$ cat src/rtl/vbr_pkg.sv
package vbr_pkg;
    localparam int unsigned VBR_MAX_EL = 64;
    localparam int unsigned VBR_LEN_W  = $clog2(VBR_MAX_EL) + 1;

    typedef struct packed {
        logic                  busy;
        logic                  done;
        logic [VBR_LEN_W-1:0]  idx;
        logic [VBR_LEN_W-1:0]  len;
        logic [VBR_MAX_EL-1:0] cond;
        logic [VBR_MAX_EL-1:0] pred;
        logic                  all;
        logic                  vlset;
        logic                  incl;
        logic                  lrc;
        logic                  any_tested;
        logic                  taken;
        logic [VBR_LEN_W-1:0]  new_vl;
        logic                  vl_we;
        logic                  lr_we;
    } vbr_state_t;
endpackage

$ cat src/rtl/vbr_elem_pick.sv
module vbr_elem_pick #(
    parameter int unsigned N_EL  = 64,
    parameter int unsigned LEN_W = 7
) (
    input  logic [N_EL-1:0]  cond_vec,
    input  logic [N_EL-1:0]  pred_vec,
    input  logic [LEN_W-1:0] idx,
    input  logic [LEN_W-1:0] len,
    output logic             in_range,
    output logic             el_cond,
    output logic             el_pred
);
    localparam int unsigned IDX_W = $clog2(N_EL);

    logic [IDX_W-1:0] sel;

    always_comb begin
        sel      = idx[IDX_W-1:0];
        in_range = (idx < len);
        el_cond  = in_range & cond_vec[sel];
        el_pred  = in_range & pred_vec[sel];
    end
endmodule

$ cat src/rtl/vbr_decide.sv
module vbr_decide (
    input  logic el_active,
    input  logic el_cond,
    input  logic mode_all,
    output logic decides,
    output logic outcome
);
    // OR mode settles on a pass, AND mode settles on a fail.
    always_comb begin
        decides = el_active & (mode_all ? ~el_cond : el_cond);
        outcome = el_cond;
    end
endmodule

$ cat src/rtl/vbr_eval.sv
module vbr_eval
    import vbr_pkg::*;
#(
    parameter int unsigned N_EL  = VBR_MAX_EL,
    parameter int unsigned LEN_W = VBR_LEN_W
) (
    input  logic             clk,
    input  logic             rst_n,
    input  logic             start,
    input  logic [N_EL-1:0]  cond_vec,
    input  logic [N_EL-1:0]  pred_vec,
    input  logic [LEN_W-1:0] vl_in,
    input  logic [LEN_W-1:0] mvl_in,
    input  logic             mode_all,
    input  logic             mode_vlset,
    input  logic             mode_incl,
    input  logic             mode_lr_cond,
    output logic             busy,
    output logic             done,
    output logic             taken,
    output logic [LEN_W-1:0] new_vl,
    output logic             vl_we,
    output logic             lr_we
);
    localparam logic [LEN_W-1:0] MAX_LEN = LEN_W'(N_EL);

    vbr_state_t s_d, s_q;

    logic in_range, el_cond, el_pred, decides, outcome;
    logic [LEN_W-1:0] eff_len;

    vbr_elem_pick #(.N_EL(N_EL), .LEN_W(LEN_W)) u_pick (
        .cond_vec (s_q.cond),
        .pred_vec (s_q.pred),
        .idx      (s_q.idx),
        .len      (s_q.len),
        .in_range (in_range),
        .el_cond  (el_cond),
        .el_pred  (el_pred)
    );

    vbr_decide u_decide (
        .el_active (el_pred),
        .el_cond   (el_cond),
        .mode_all  (s_q.all),
        .decides   (decides),
        .outcome   (outcome)
    );

    always_comb begin
        eff_len = vl_in;
        if (mvl_in < eff_len)  eff_len = mvl_in;
        if (MAX_LEN < eff_len) eff_len = MAX_LEN;
    end

    always_comb begin
        s_d      = s_q;
        s_d.done = 1'b0;
        if (!s_q.busy) begin
            if (start) begin
                s_d.busy       = 1'b1;
                s_d.idx        = '0;
                s_d.len        = eff_len;
                s_d.cond       = cond_vec;
                s_d.pred       = pred_vec;
                s_d.all        = mode_all;
                s_d.vlset      = mode_vlset;
                s_d.incl       = mode_incl;
                s_d.lrc        = mode_lr_cond;
                s_d.any_tested = 1'b0;
                s_d.taken      = 1'b0;
                s_d.new_vl     = '0;
                s_d.vl_we      = 1'b0;
                s_d.lr_we      = 1'b0;
            end
        end else if (!in_range) begin
            // Scan exhausted without a deciding element.
            s_d.busy   = 1'b0;
            s_d.done   = 1'b1;
            s_d.taken  = s_q.all & s_q.any_tested;
            s_d.new_vl = s_q.len;
            s_d.vl_we  = 1'b0;
            s_d.lr_we  = s_q.lrc ? (s_q.all & s_q.any_tested) : 1'b1;
        end else if (decides) begin
            s_d.busy   = 1'b0;
            s_d.done   = 1'b1;
            s_d.taken  = outcome;
            s_d.vl_we  = s_q.vlset;
            if (!s_q.vlset)     s_d.new_vl = s_q.len;
            else if (s_q.incl)  s_d.new_vl = s_q.idx + 1'b1;
            else                s_d.new_vl = s_q.idx;
            s_d.lr_we  = s_q.lrc ? outcome : 1'b1;
        end else begin
            s_d.any_tested = s_q.any_tested | el_pred;
            s_d.idx        = s_q.idx + 1'b1;
        end
    end

    always_ff @(posedge clk or negedge rst_n) begin
        if (!rst_n) s_q <= '0;
        else        s_q <= s_d;
    end

    assign busy   = s_q.busy;
    assign done   = s_q.done;
    assign taken  = s_q.taken;
    assign new_vl = s_q.new_vl;
    assign vl_we  = s_q.vl_we;
    assign lr_we  = s_q.lr_we;

    p_done_pulse_r1: assert property (@(posedge clk) disable iff (!rst_n)
        done |=> !done);

    p_vl_bound_r4: assert property (@(posedge clk) disable iff (!rst_n)
        (done && vl_we) |-> (new_vl <= s_q.len));

    p_no_vlwe_r6: assert property (@(posedge clk) disable iff (!rst_n)
        (done && !s_q.vlset) |-> (!vl_we && new_vl == s_q.len));

    p_skip_r7: assert property (@(posedge clk) disable iff (!rst_n)
        (busy && in_range && !el_pred) |=> !done);

    p_lr_cond_r9: assert property (@(posedge clk) disable iff (!rst_n)
        (done && s_q.lrc) |-> (lr_we == taken));

    p_hold_r10: assert property (@(posedge clk) disable iff (!rst_n)
        (!busy && !done && !start) |=> $stable({taken, new_vl, vl_we, lr_we}));

    p_len_clamp_r11: assert property (@(posedge clk) disable iff (!rst_n)
        busy |-> (s_q.len <= MAX_LEN && s_q.idx <= s_q.len));
endmodule

$ cat config.mk
export PLATFORM = sky130hd
export DESIGN_NAME = vbr_eval
export DESIGN_NICKNAME = d
export VERILOG_FILES = /design/src/rtl/vbr_pkg.sv /design/src/rtl/vbr_elem_pick.sv /design/src/rtl/vbr_decide.sv /design/src/rtl/vbr_eval.sv
export SDC_FILE = /design/constraint.sdc
export NUM_CORES = 1
export LEC_CHECK = 0
export BUFFER_PORTS_ARGS = -buffer_cell sky130_fd_sc_hd__buf_2
export CAP_MARGIN = 20
export CORE_MARGIN = 1
export CORE_UTILIZATION = 50
export CTS_CLUSTER_SIZE = 20
export DETAILED_ROUTE_END_ITERATION = 16
export PLACE_DENSITY = 0.84
export RECOVER_POWER = 100
export SLEW_MARGIN = 20
export SYNTH_ARGS = -nofsm -noshare
export SYNTH_HDL_FRONTEND = slang
export SYNTH_SLANG_ARGS = --single-unit
$ cat constraint.sdc
create_clock -name clk -period 5.95 [get_ports clk]
set_input_delay 0.2975 -clock clk [delete_from_list [all_inputs] [get_ports clk]]
set_output_delay 0.2975 -clock clk [all_outputs]
set_load 0.01 [all_outputs]
---- Word level (Yosys, flattened, before mapping) ----
Cells that the tools add are included.
cells by class
  $add $sub $neg .......................... 1
  $mul .................................... 0
  div/mod/pow operators ................... 0
  order comparisons ....................... 4
  equal/unequal tests ..................... 3
  shifts and indexed selects .............. 0
  muxes and demuxes ....................... 25
  bitwise operators ....................... 7
  reduce and logical (&&, ||, !) cells .... 4
operator list
  operator                                                    count
  two-way mux 157 bit                                         1
  two-way mux 7 bit                                           7
  two-way mux 10 bit                                          2
  less-than comparator 7 bit                                  2
  binary-select mux 1 bit (select 6 bit)                      2
  two-way mux 11 bit                                          1
  two-way mux 1 bit                                           10
  adder 7 x 1 -> 7 bit, second input constant                 1
  less-than comparator 6 x 7 -> 1 bit, second input constant  1
  less-than comparator 7 bit, first input constant            1
  bitwise AND 1 bit                                           4
  two-way mux 2 bit                                           2
  AND reduction 2 bit                                         2
  != test 3 x 2 -> 1 bit, second input constant               1
  AND reduction 3 bit                                         1
  != test 2 x 1 -> 1 bit, second input constant               1
  != test 2 bit, second input constant                        1
  inverter 1 bit                                              2
  nonzero test 2 bit                                          1
  bitwise OR 1 bit                                            1
storage, ports and cells
  register bits after elaboration ......... 159
  latch bits .............................. 0
  RAM bits ................................ 0
  ROM bits ................................ 0
  input bits .............................. 149
  output and inout bits ................... 12
  word-level logic and storage cells ...... 59
  memories kept ........................... 0

---- Logic depth before layout (Yosys ltp) ----
Gate-level depths: netlist of run 1.
  depth after elaboration ................. 9
  gate-level depth with buffers ........... 13

---- Cells and area by module ----
Synthesis of run 1 repeated with hierarchy kept, for this count alone.
unflattened totals
  cell total of the unflattened synthesis .. 844
  area total of the unflattened synthesis .. 7928.9 um^2
modules (own cells, without submodules)
  module         instances  cells an instance  area an instance (um^2)  seq. area each (um^2)
  vbr_eval       1          735                6646.4                   3978.8
  vbr_elem_pick  1          106                1260.0                   0.0
  vbr_decide     1          3                  22.5                     0.0

---- Worst setup path after synthesis of run 1 ----
OpenSTA, ideal clock, no wires.
  path type ............................... register to register
  from .................................... register s_q[150] (netlist name)
  to ...................................... register s_q, in the netlist vl_we
  setup time .............................. 0.122 ns
  arrival time ............................ 2.722 ns
  data required time ...................... 5.828 ns
  path slack .............................. 3.107 ns
  stages on the path, launching flop included .. 10
  path buffers ............................ 2
  period minus slack after synthesis ...... 2.843 ns
  path through ............................ dfrtp_1 > buf_6 > buf_8 > mux4_2 > mux4_2 > and3_4 > a311oi_4 > nor2_1 > mux2_1 > a32o_1
between the ends
  cells in the longest elaborated chain, start to end .. 8
  elaborated cells on any way between the ends .. 14
ends and longest elaborated chain
  element                                  line                 source
  start: declaration                       vbr_eval.sv:27       vbr_state_t s_d, s_q;
  start signal: assignment                 vbr_eval.sv:100      if (!rst_n) s_q <= '0;
  start signal: assignment                 vbr_eval.sv:101      else s_q <= s_d;
  binary-select mux 1 bit (select 6 bit)   vbr_elem_pick.sv:20  el_cond = in_range & cond_vec[sel];
  two-way mux 1 bit (implied by the code)  vbr_elem_pick.sv:20
  bitwise AND 1 bit                        vbr_elem_pick.sv:20
  inverter 1 bit                           vbr_decide.sv:10     decides = el_active & (mode_all ? ~el_cond : el_cond);
  two-way mux 1 bit                        vbr_decide.sv:10
  bitwise AND 1 bit                        vbr_decide.sv:10
  != test 3 x 2 -> 1 bit (no source line)  --
  AND reduction 2 bit (no source line)     --
Several ways; a longest one is shown, not always the timed one. The select of a mux whose other input is x is not followed.
A chain may end at the register's enable or synchronous reset.

---- Final worst setup path of run 1 ----
  from .................................... register s_q[150] (netlist name)
  to ...................................... register s_q, in the netlist taken
Same word-level chain as after synthesis.

==> results of run 1 <==
[power breakdown]
part           internal, mW  switching (mW)
clock network         0.701           0.429
registers              1.59           0.444
logic                 0.884           0.976
[registers in the layout (all words and copies together) (netlist names)]
| name | flops |
|---|---|
| new_vl | 7 |
| busy | 1 |
| vl_we | 1 |
| lr_we | 1 |
| taken | 1 |
| done | 1 |
| s_q | 147 |
[layout make-up]
class | instances | area share, %
inverter | 19 | 0.775
clock inverter | 10 | 1.45
tap | 188 | 2.56
clock buffer | 22 | 5.26
multi-input combinational | 608 | 37.7
sequential | 159 | 43.2
timing repair buffer | 165 | 9.01
antenna | 1 | 0.0272
[stage by stage]
stage	power, mW	utilization (%)
finish	5.02	60.6
floorplan	3.38	-
global route	5.37	60.6
global placement	3.75	56.6
detailed placement	3.84	56.6
CTS	5.01	60.8
[cells by family after synthesis]
group | Yosys count | share of synthesized area [%]
simple gates | 473 | 23.8
flops | 159 | 51.1
buf+inv | 76 | 4.42
compound gates | 68 | 6.66
mux | 47 | 11.1
fa+ha+maj | 13 | 2.09
xor+xnor | 7 | 0.787
[routing by layer]
layer | wire length (um) | global-route usage, %
met1 | 7960 | 32.0
met2 | 9380 | 42.0
met4 | 510 | 10.6
met3 | 1090 | 5.53
met5 | 0 | 0
[layout by cell type (no fill, tap or decap), types with 13 or more instances in the layout]
| cell | synthesis | routed |
|---|---|---|
| a21oi_1 | 15 | 15 |
| dfrtp_1 | 159 | 158 |
| nor2_1 | 15 | 15 |
| buf_2 | 5 | 147 |
| ha_1 | 13 | 13 |
| inv_1 | 18 | 18 |
| clkbuf_1 | 39 | 13 |
| mux4_2 | 31 | 31 |
| clkbuf_16 | 0 | 17 |
| nand2_1 | 423 | 423 |
[worst reg2reg max path, stage by stage (launching register included)]
cell	delay, ps
dfrtp_1	1600
buf_4	430
mux4_2	540
mux2i_1	150
mux2i_1	120
a32oi_1	210
nor2_1	100
xnor2_1	170
o211ai_2	520
o21ai_2	260
a22o_1	290
[path summary, 6_finish.rpt]
check	start	to	slack, ps	cells after the start
max in group asynchronous	rst_n	s_q[84]	4070	3
min in group asynchronous	rst_n	new_vl[5]	520	2
worst max-delay path	s_q[150]	taken	1470	10
worst max register to register	s_q[150]	taken	1470	10
worst min-delay path	pred_vec[48]	s_q[63]	50	3
worst min register to register	s_q[60]	s_q[60]	470	2
[what timing repair did]
item | CTS | global route
hold buffers | 1 | 0
buffers inserted | 0 | 0
endpoints found under the hold margin | 92 | 0
==> results.cfg, run 1 <==
[run_status]
status = finished, violations left
violations = max-capacitance violations, max-slew violations

[power]
power_leakage_nw = 4.78
ir_worst_vdd_mv = 0.312
p_per_area_nw_per_um2 = 546

[cells_and_area]
nets = 1132
multi_input_area_sq_um = 3470
fin_cells = 1172
syn_to_final_growth_pct = 18.2
regArea_sq_um = 3980
layout-drive-gt1-share_pct = 23.1
fill_cells = 1242
stdcell_area_sq_um = 9210

[placement]
dp_hpwl_um = 12900
port_buffers = 160
dpl-instance-area_sq_um = 8610
post-place-cells = 1138
dp_worst_setup_slack_ps = 2060
gp_congestion = 0.844

[die]
ioPinCount = 161
fp.dieH_um = 127
core_area_sq_um = 15200
initial_core_util_pct = 51.3
die_w_um = 127
row_count = 45
die_area_sq_um = 16100

[synth]
synth_top_area_share_pct = 51.1
ys.flop_type = dfrtp_1
ys_async_sr_fraction_pct = 100
synth_edf_count = 0
seq_area_frac_synth_pct = 51.1
syn-cell-area_sq_um = 7790
avgSynthCellArea_sq_um = 9.24
yosys_warnings = 0
yosys_register_bits = 159
synth.distinct_cells = 53
syn_inst = 843
netlist_top_cells_count = nand2_1, dfrtp_1, clkbuf_1, mux4_2, inv_1
yosys-top-cells-area = dfrtp_1, nand2_1, mux4_2
synth.most_common_cell = nand2_1
synth_nets = 1005
synth_top_cell_by_area = dfrtp_1

[grt]
grt_max_degree = 107
grt_pass1_vias = 6377
overflow = 0
grt_pass1_wl_um = 31000
antenna_found_initial = 1
grt.total_usage_pct = 25.2

[sta]
hold_violations = 0
fin_worst_skew_ps = 10.3
max_slew_margin_pct = -127
drv_slew = 239
holdWs_ps = 49.5
finalWorstSetupSlack_ps = 1470
fin_crit_sh_pct = 75.4
max_freq_mhz = 223
tns_ps = 0
rsz0062_at_grt = false
layout_min_cycle_time_ps = 4480
setup_viol = 0
tightest_slew_ps = 3410

[cts]
cts.htree.levels = 4
cts_root_buffer = clkbuf_16
cts.sinks = 159
clockBufferDepth = 2
clkTransAtPathRegs_ps = 60
cts.repair.resized = 0
cts_buffers = 17
clk_latency_ps = 430
cts_tree = yes

[setup_path]
critPathMaxFanout = 34
worstPathRequired_ps = 6280
cp_data_arrival_time_ps = 4810
cp_slowest_cell = dfrtp_1
crit_chain = buf_4, mux4_2, mux2i_1, mux2i_1, a32oi_1, nor2_1, xnor2_1, o211ai_2, o21ai_2, a22o_1
cp_num_buf_inv = 1
critPathTopFamily = flip-flops
critPathKind = flop to flop
cp-end-kind = flop
critical-path-max-stage-delay_ps = 1600
crit_path_start_kind = flop
cpMostUsedCell = mux2i_1

[route]
wl_um = 18900
drcViolationCount = 0
avgRoutedWirePerCell_um = 16.2
drt_first_pass_iters = 5
viasPerCell = 5.48
vias = 6422
antenna_left = 0
drt_iter0_drc = 386

[job]
cap_viol_max_count = 3

[min_path]
hp-class = input pin to flop
No activity file was read; power rests on OpenSTA's default activity.
==> inputs of run 2 (changes only) <==
==> constraint.sdc (replaced) <==
create_clock -name clk -period 4.4 [get_ports clk]
set_input_delay 0.22 -clock clk [delete_from_list [all_inputs] [get_ports clk]]
set_output_delay 0.22 -clock clk [all_outputs]
set_load 0.01 [all_outputs]
==> run 2 against run 1 <==
  * Cell count increased by 8.4%
  * The run still ends with max-capacitance violations, max-slew violations left
  * First-iteration DRC count increased by 45%
  * Clock-buffer cell count grew 1
  * Sequential power is 33% higher
==> results.cfg, run 2 (same netlist as run 1, synthesis figures left out) <==
[sta]
fin_worst_skew_ps = 14.1
rsz0062_at_grt = false
fin_crit_sh_pct = 86.5
tns_ps = 0
max_freq_mhz = 263
max_slew_margin_pct = -97.6
drv_slew = 224
tightest_slew_ps = 2960
finalWorstSetupSlack_ps = 594
setup_viol = 0
layout_min_cycle_time_ps = 3810
hold_violations = 0

[placement]
dpl-instance-area_sq_um = 8660
dp_worst_setup_slack_ps = 910
gp_congestion = 0.803
dp_hpwl_um = 12800
port_buffers = 160

[die]
ioPinCount = 161
fp.dieH_um = 127
row_count = 45
die_area_sq_um = 16100
initial_core_util_pct = 51.3
core_area_sq_um = 15200
die_w_um = 127

[cells_and_area]
final_cell_mix = nand2_1, dfrtp_1, buf_2
layout-drive-gt1-share_pct = 21.1
syn_to_final_growth_pct = 30.9
stdcell_area_sq_um = 10200
largest_reg_flops = 147
nets = 1234
largestRegisters = s_q (147), new_vl (7)
layout_commonest_cell = nand2_1
largest-register = s_q

[run_status]
violations = max-capacitance violations, max-slew violations
status = finished, violations left

[min_path]
hp-class = input pin to flop

[setup_path]
critPathKind = flop to flop
cp-end-kind = flop
cp_data_arrival_time_ps = 4140
critPathMaxFanout = 30
worstPathRequired_ps = 4730
rr_startpoint = s_q[150]
crit_path_start_kind = flop
cp-endpoint = s_q[155]
rrSetupSlack_ps = 590
startpoint = s_q[150]
reg2reg_to = s_q[155]
reg2reg_depth = 9

[route]
drcViolationCount = 0
drt_first_pass_iters = 8
viasPerCell = 5.47
drt_iter0_drc = 559
wl_um = 21300
vias = 6953
avgRoutedWirePerCell_um = 16.8
antenna_left = 0

[cts]
cts.repair.resized = 0
cts_buffers = 17
cts_tree = yes
cts_root_buffer = clkbuf_16
clockBufferDepth = 2
post-cts-setup-buffers = 0
clkTransAtPathRegs_ps = 60
cts.htree.levels = 4
clk_latency_ps = 430
cts.sinks = 159

[grt]
grt_pass1_vias = 7135
grt_pass1_wl_um = 35000
antenna_found_initial = 1
grt.total_usage_pct = 28.3
grt_max_degree = 122
overflow = 0

[power]
p_total_mw = 6.83
power_leakage_nw = 5.20
p_comb_share_pct = 39.4
power_switching_mw = 2.54
pwr-share-seq_pct = 39.4
power.internal_mw = 4.29
ir_worst_vdd_mv = 0.411
p_clk_share_pct = 21.2
p_per_area_nw_per_um2 = 670
switching_share_pct = 37.1

[job]
cap_viol_max_count = 2
run 2: cell type report:
cell class,instances,area [sq um]
multi-input combinational,608,3470
timing repair buffer,267,1860
tap,188,235
clock inverter,6,82.6
fill,1098,5000
sequential,159,3980
antenna,1,2.50
inverter,19,71.3
clock buffer,23,498
run 2: through the flow:
stage / instances / util [%] / hold WS [ps]
floorplan: 843 / - / -75.6
global placement: 1141 / 56.9 / 414
finish: 1271 / 67.1 / 8.23
global route: 1271 / 67.1 / 3.68
detailed placement: 1141 / 56.9 / 412
CTS: 1270 / 67.3 / 0.0631
run 2: what timing repair did:
item / 4_1_cts / 5_1_grt
endpoints found under the hold margin: 100 / 0
endpoints found under the setup margin: 0 / 0
hold buffers: 100 / 0
run 2: critical path: stages (launching register included):
cell	delay [ps]
dfrtp_1	800
buf_12	310
mux4_2	570
mux4_2	500
nand3_1	100
o41ai_1	120
a311oi_4	370
o211ai_2	360
or3_1	460
o221ai_1	90
run 2: worst min-delay path by stage:
stage | start | to | slack [ps] | cells past startpoint
6_report | cond_vec[21] | s_q[100] | 8 | 3
5_1_grt | pred_vec[61] | s_q[76] | 4 | 3
4_1_cts | cond_vec[60] | s_q[139] | 0.06 | 3
3_5_place_dp | cond_vec[28] | s_q[107] | 410 | 3
3_3_place_gp | pred_vec[38] | s_q[53] | 410 | 3
2_1_floorplan | rst_n | busy | -80 | 0
run 2: per-layer routing:
metal	global-route usage, %	up-vias	share of wire, %
met1	34.8	3347	40
met3	6.07	72	6.4
met4	13.5	0	3.5
met2	47.6	322	50
li1	-	3212	-
met5	0	-	0
run 2: power groups by stage:
stage                     logic [mW]  clock network, mW  registers (mW)
after floorplan                 2.15                  0            2.42
final                           2.69               1.45            2.69
after detailed placement        2.56                  0            2.67
after global placement          2.45                  0            2.66
after global routing            3.00               1.53            2.76
after CTS                       2.68               1.47            2.67
==> inputs of run 3 (changes only) <==
--- a/config.mk
+++ b/config.mk
@@ -16,4 +16,5 @@
 export SLEW_MARGIN = 20
 export SYNTH_ARGS = -nofsm -noshare
 export SYNTH_HDL_FRONTEND = slang
+export SYNTH_HIERARCHICAL = 1
 export SYNTH_SLANG_ARGS = --single-unit
==> run 3 against run 2 <==
  * The flow finishes with violations (negative hold slack, max-capacitance violations, max-slew violations)
  * Synthesized cell count rose by 0.12%
  * Worst setup slack worse by 44 ps
  * Combinational power fell by 17%
  * Register-to-register slack lost 40 ps
  * Sequential share of layout area is 0.29 points higher
  * Power fell by 7.1%
  * Area after synthesis up 1.8%
  * Critical path depth rose by 2
  * Hold slack worse by 23 ps
  * Cell count rose by 1.2%
  * Critical path type unchanged
  * Largest cell class unchanged
  * Largest power group unchanged
==> results.cfg, run 3 <==
[synth]
synth_top_area_share_pct = 50.2
synth.most_common_cell = nand2_1
yosys_warnings = 6
syn-cell-area_sq_um = 7930
netlist_top_cells_count = nand2_1, dfrtp_1, mux4_2, buf_2
avgSynthCellArea_sq_um = 9.39
ys.flop_type = dfrtp_1
synth_top_cell_by_area = dfrtp_1
yosys-top-cells-area = dfrtp_1, nand2_1, mux4_2
ys_async_sr_fraction_pct = 100
synth_edf_count = 0
yosys_register_bits = 159
synth_nets = 1006
synth.distinct_cells = 49
syn_inst = 844
seq_area_frac_synth_pct = 50.2

[sta]
hold_violations = 2
tightest_slew_ps = 2850
max_freq_mhz = 260
finalWorstSetupSlack_ps = 550
tns_ps = 0
fin_worst_skew_ps = 11.3
fin_crit_sh_pct = 87.5
holdWs_ps = -14.4
setup_viol = 0
layout_min_cycle_time_ps = 3850
drv_slew = 204
rsz0062_at_grt = false
max_slew_margin_pct = -90.3

[route]
drt_first_pass_iters = 5
drt_iter0_drc = 618
antenna_left = 0
viasPerCell = 5.33
drcViolationCount = 0
vias = 6856
avgRoutedWirePerCell_um = 16.4
wl_um = 21100

[placement]
post-place-cells = 1169
dp_hpwl_um = 13400
port_buffers = 160
dp_worst_setup_slack_ps = 704
gp_congestion = 0.823

[cts]
cts.sinks = 159
cts.htree.levels = 4
clkTransAtPathRegs_ps = 70
cts_tree = yes
post-cts-setup-buffers = 0
cts_buffers = 17
clk_latency_ps = 430
clockBufferDepth = 2
cts_root_buffer = clkbuf_16
cts.repair.resized = 0

[cells_and_area]
diodes = 0
layout_commonest_cell = nand2_1
largestRegisters = s_q (147), new_vl (7)
nets = 1224
layout-drive-gt1-share_pct = 21.9
final_cell_mix = nand2_1, dfrtp_1, buf_2
largest_reg_flops = 147
largest-register = s_q
syn_to_final_growth_pct = 27.8
fill_cells = 1151
fin_cells = 1286

[grt]
grt.total_usage_pct = 27.5
grt_max_degree = 101
grt_pass1_vias = 6925
antenna_found_initial = 0
overflow = 0
grt_pass1_wl_um = 34100

[run_status]
violations = negative hold slack, max-capacitance violations, max-slew violations
status = finished, violations left

[job]
cap_viol_max_count = 3

[die]
fp.dieH_um = 128
core_area_sq_um = 15300
die_w_um = 128
initial_core_util_pct = 51.8
ioPinCount = 161
row_count = 45
die_area_sq_um = 16400

[setup_path]
cp-end-kind = flop
critical-path-max-stage-delay_ps = 810
cp_slowest_cell = dfrtp_2
critPathTopFamily = multiplexers
worstPathRequired_ps = 4690
critPathKind = flop to flop
cp_num_buf_inv = 1
cp_data_arrival_time_ps = 4140
crit_path_start_kind = flop
cpMostUsedCell = mux4_2
critPathMaxFanout = 22
crit_chain = mux4_2, mux4_2, a211oi_1, nor3_1, xor2_1, and2_0, nand2b_1, nand2_1, inv_1, nand3_1, o211ai_1

[power]
p_total_mw = 6.35
p_per_area_nw_per_um2 = 627
ir_worst_vdd_mv = 0.390
power_leakage_nw = 5.10

[min_path]
hp-class = input pin to flop
==> run 3: changes by cell type after synthesis, moves of 6 or more <==
| cell | delta |
|---|---|
| o2bb2ai_1 | -7 |
| nand3_1 | +7 |
| buf_2 | +18 |
| o21ai_0 | +13 |
| o2111ai_1 | +8 |
| nor2_1 | -8 |
| mux2i_1 | +9 |
| buf_4 | +11 |
| mux2_2 | -6 |
| clkbuf_1 | -32 |
| o211ai_2 | +8 |
==> run 3: cells by family after synthesis <==
logic type | synth area share, %
fa+ha+maj | 2.05
flops | 50.2
simple gates | 24.2
xor+xnor | 0.773
mux | 11.2
compound gates | 6.34
buf+inv | 5.27
==> run 3: cell type report <==
type                       count  area (sq um)  area share [%]
multi-input combinational    613          3520            34.7
tap                          211           264            2.61
inverter                      15          56.3           0.556
clock buffer                  23           488            4.82
clock inverter                 9           108            1.06
sequential                   159          3980            39.3
timing repair buffer         256          1720            16.9
==> run 3: worst register-to-register path: cells and delay by family (launching register included) <==
family	cells	cell delay [ps]
multiplexers	2	1130
AND/OR/NAND/NOR	5	990
flip-flops	1	810
AO/OA/AOI/OAI	2	430
buffers and inverters	1	210
XOR/XNOR	1	150
==> run 3: routing by layer <==
layer | wire length, um | global-route usage, % | vias to the layer above
met5 | 0 | 0 | -
met2 | 10500 | 46.5 | 276
met3 | 1250 | 5.59 | 52
li1 | - | - | 3216
met1 | 8610 | 34.0 | 3312
met4 | 690 | 12.8 | 0
==> run 3: worst paths after layout <==
path / end / cells past startpoint / slack, ps / start
max: new_vl[6] / 11 / 550 / s_q[150]
max in group asynchronous: s_q[144] / 3 / 980 / rst_n
min reg2reg: lr_we / 1 / 470 / s_q[11]
max reg2reg: new_vl[6] / 11 / 550 / s_q[150]
min in group asynchronous: s_q[19] / 2 / 340 / rst_n
min: s_q[81] / 3 / -10 / cond_vec[2]
==> run 3: stage by stage <==
| stage | area (sq um) | hold slack, ps | util [%] |
|---|---|---|---|
| 6_report | 10100 | -14.4 | 66.1 |
| 5_1_grt | 10100 | 1.18 | 66.1 |
| 4_1_cts | 10200 | 0.199 | 66.4 |
| 3_5_place_dp | 8740 | 232 | 57.1 |
| 2_1_floorplan | 7930 | -75.6 | - |
| 3_3_place_gp | 8740 | 224 | 57.1 |
==> run 3: timing repair <==
action                                  4_1_cts  5_1_grt
endpoints found under the hold margin       141        1
endpoints found under the setup margin        0        0
hold buffers                                 84        1
==> run 3: report_power, final <==
group / switching, mW / leakage [nW] / internal (mW) / total, mW
sequential: 0.504 / 1.97 / 2.14 / 2.64
clock: 0.577 / 0.289 / 0.894 / 1.47
combinational: 1.24 / 2.84 / 0.997 / 2.24
total: 2.32 / 5.10 / 4.03 / 6.35
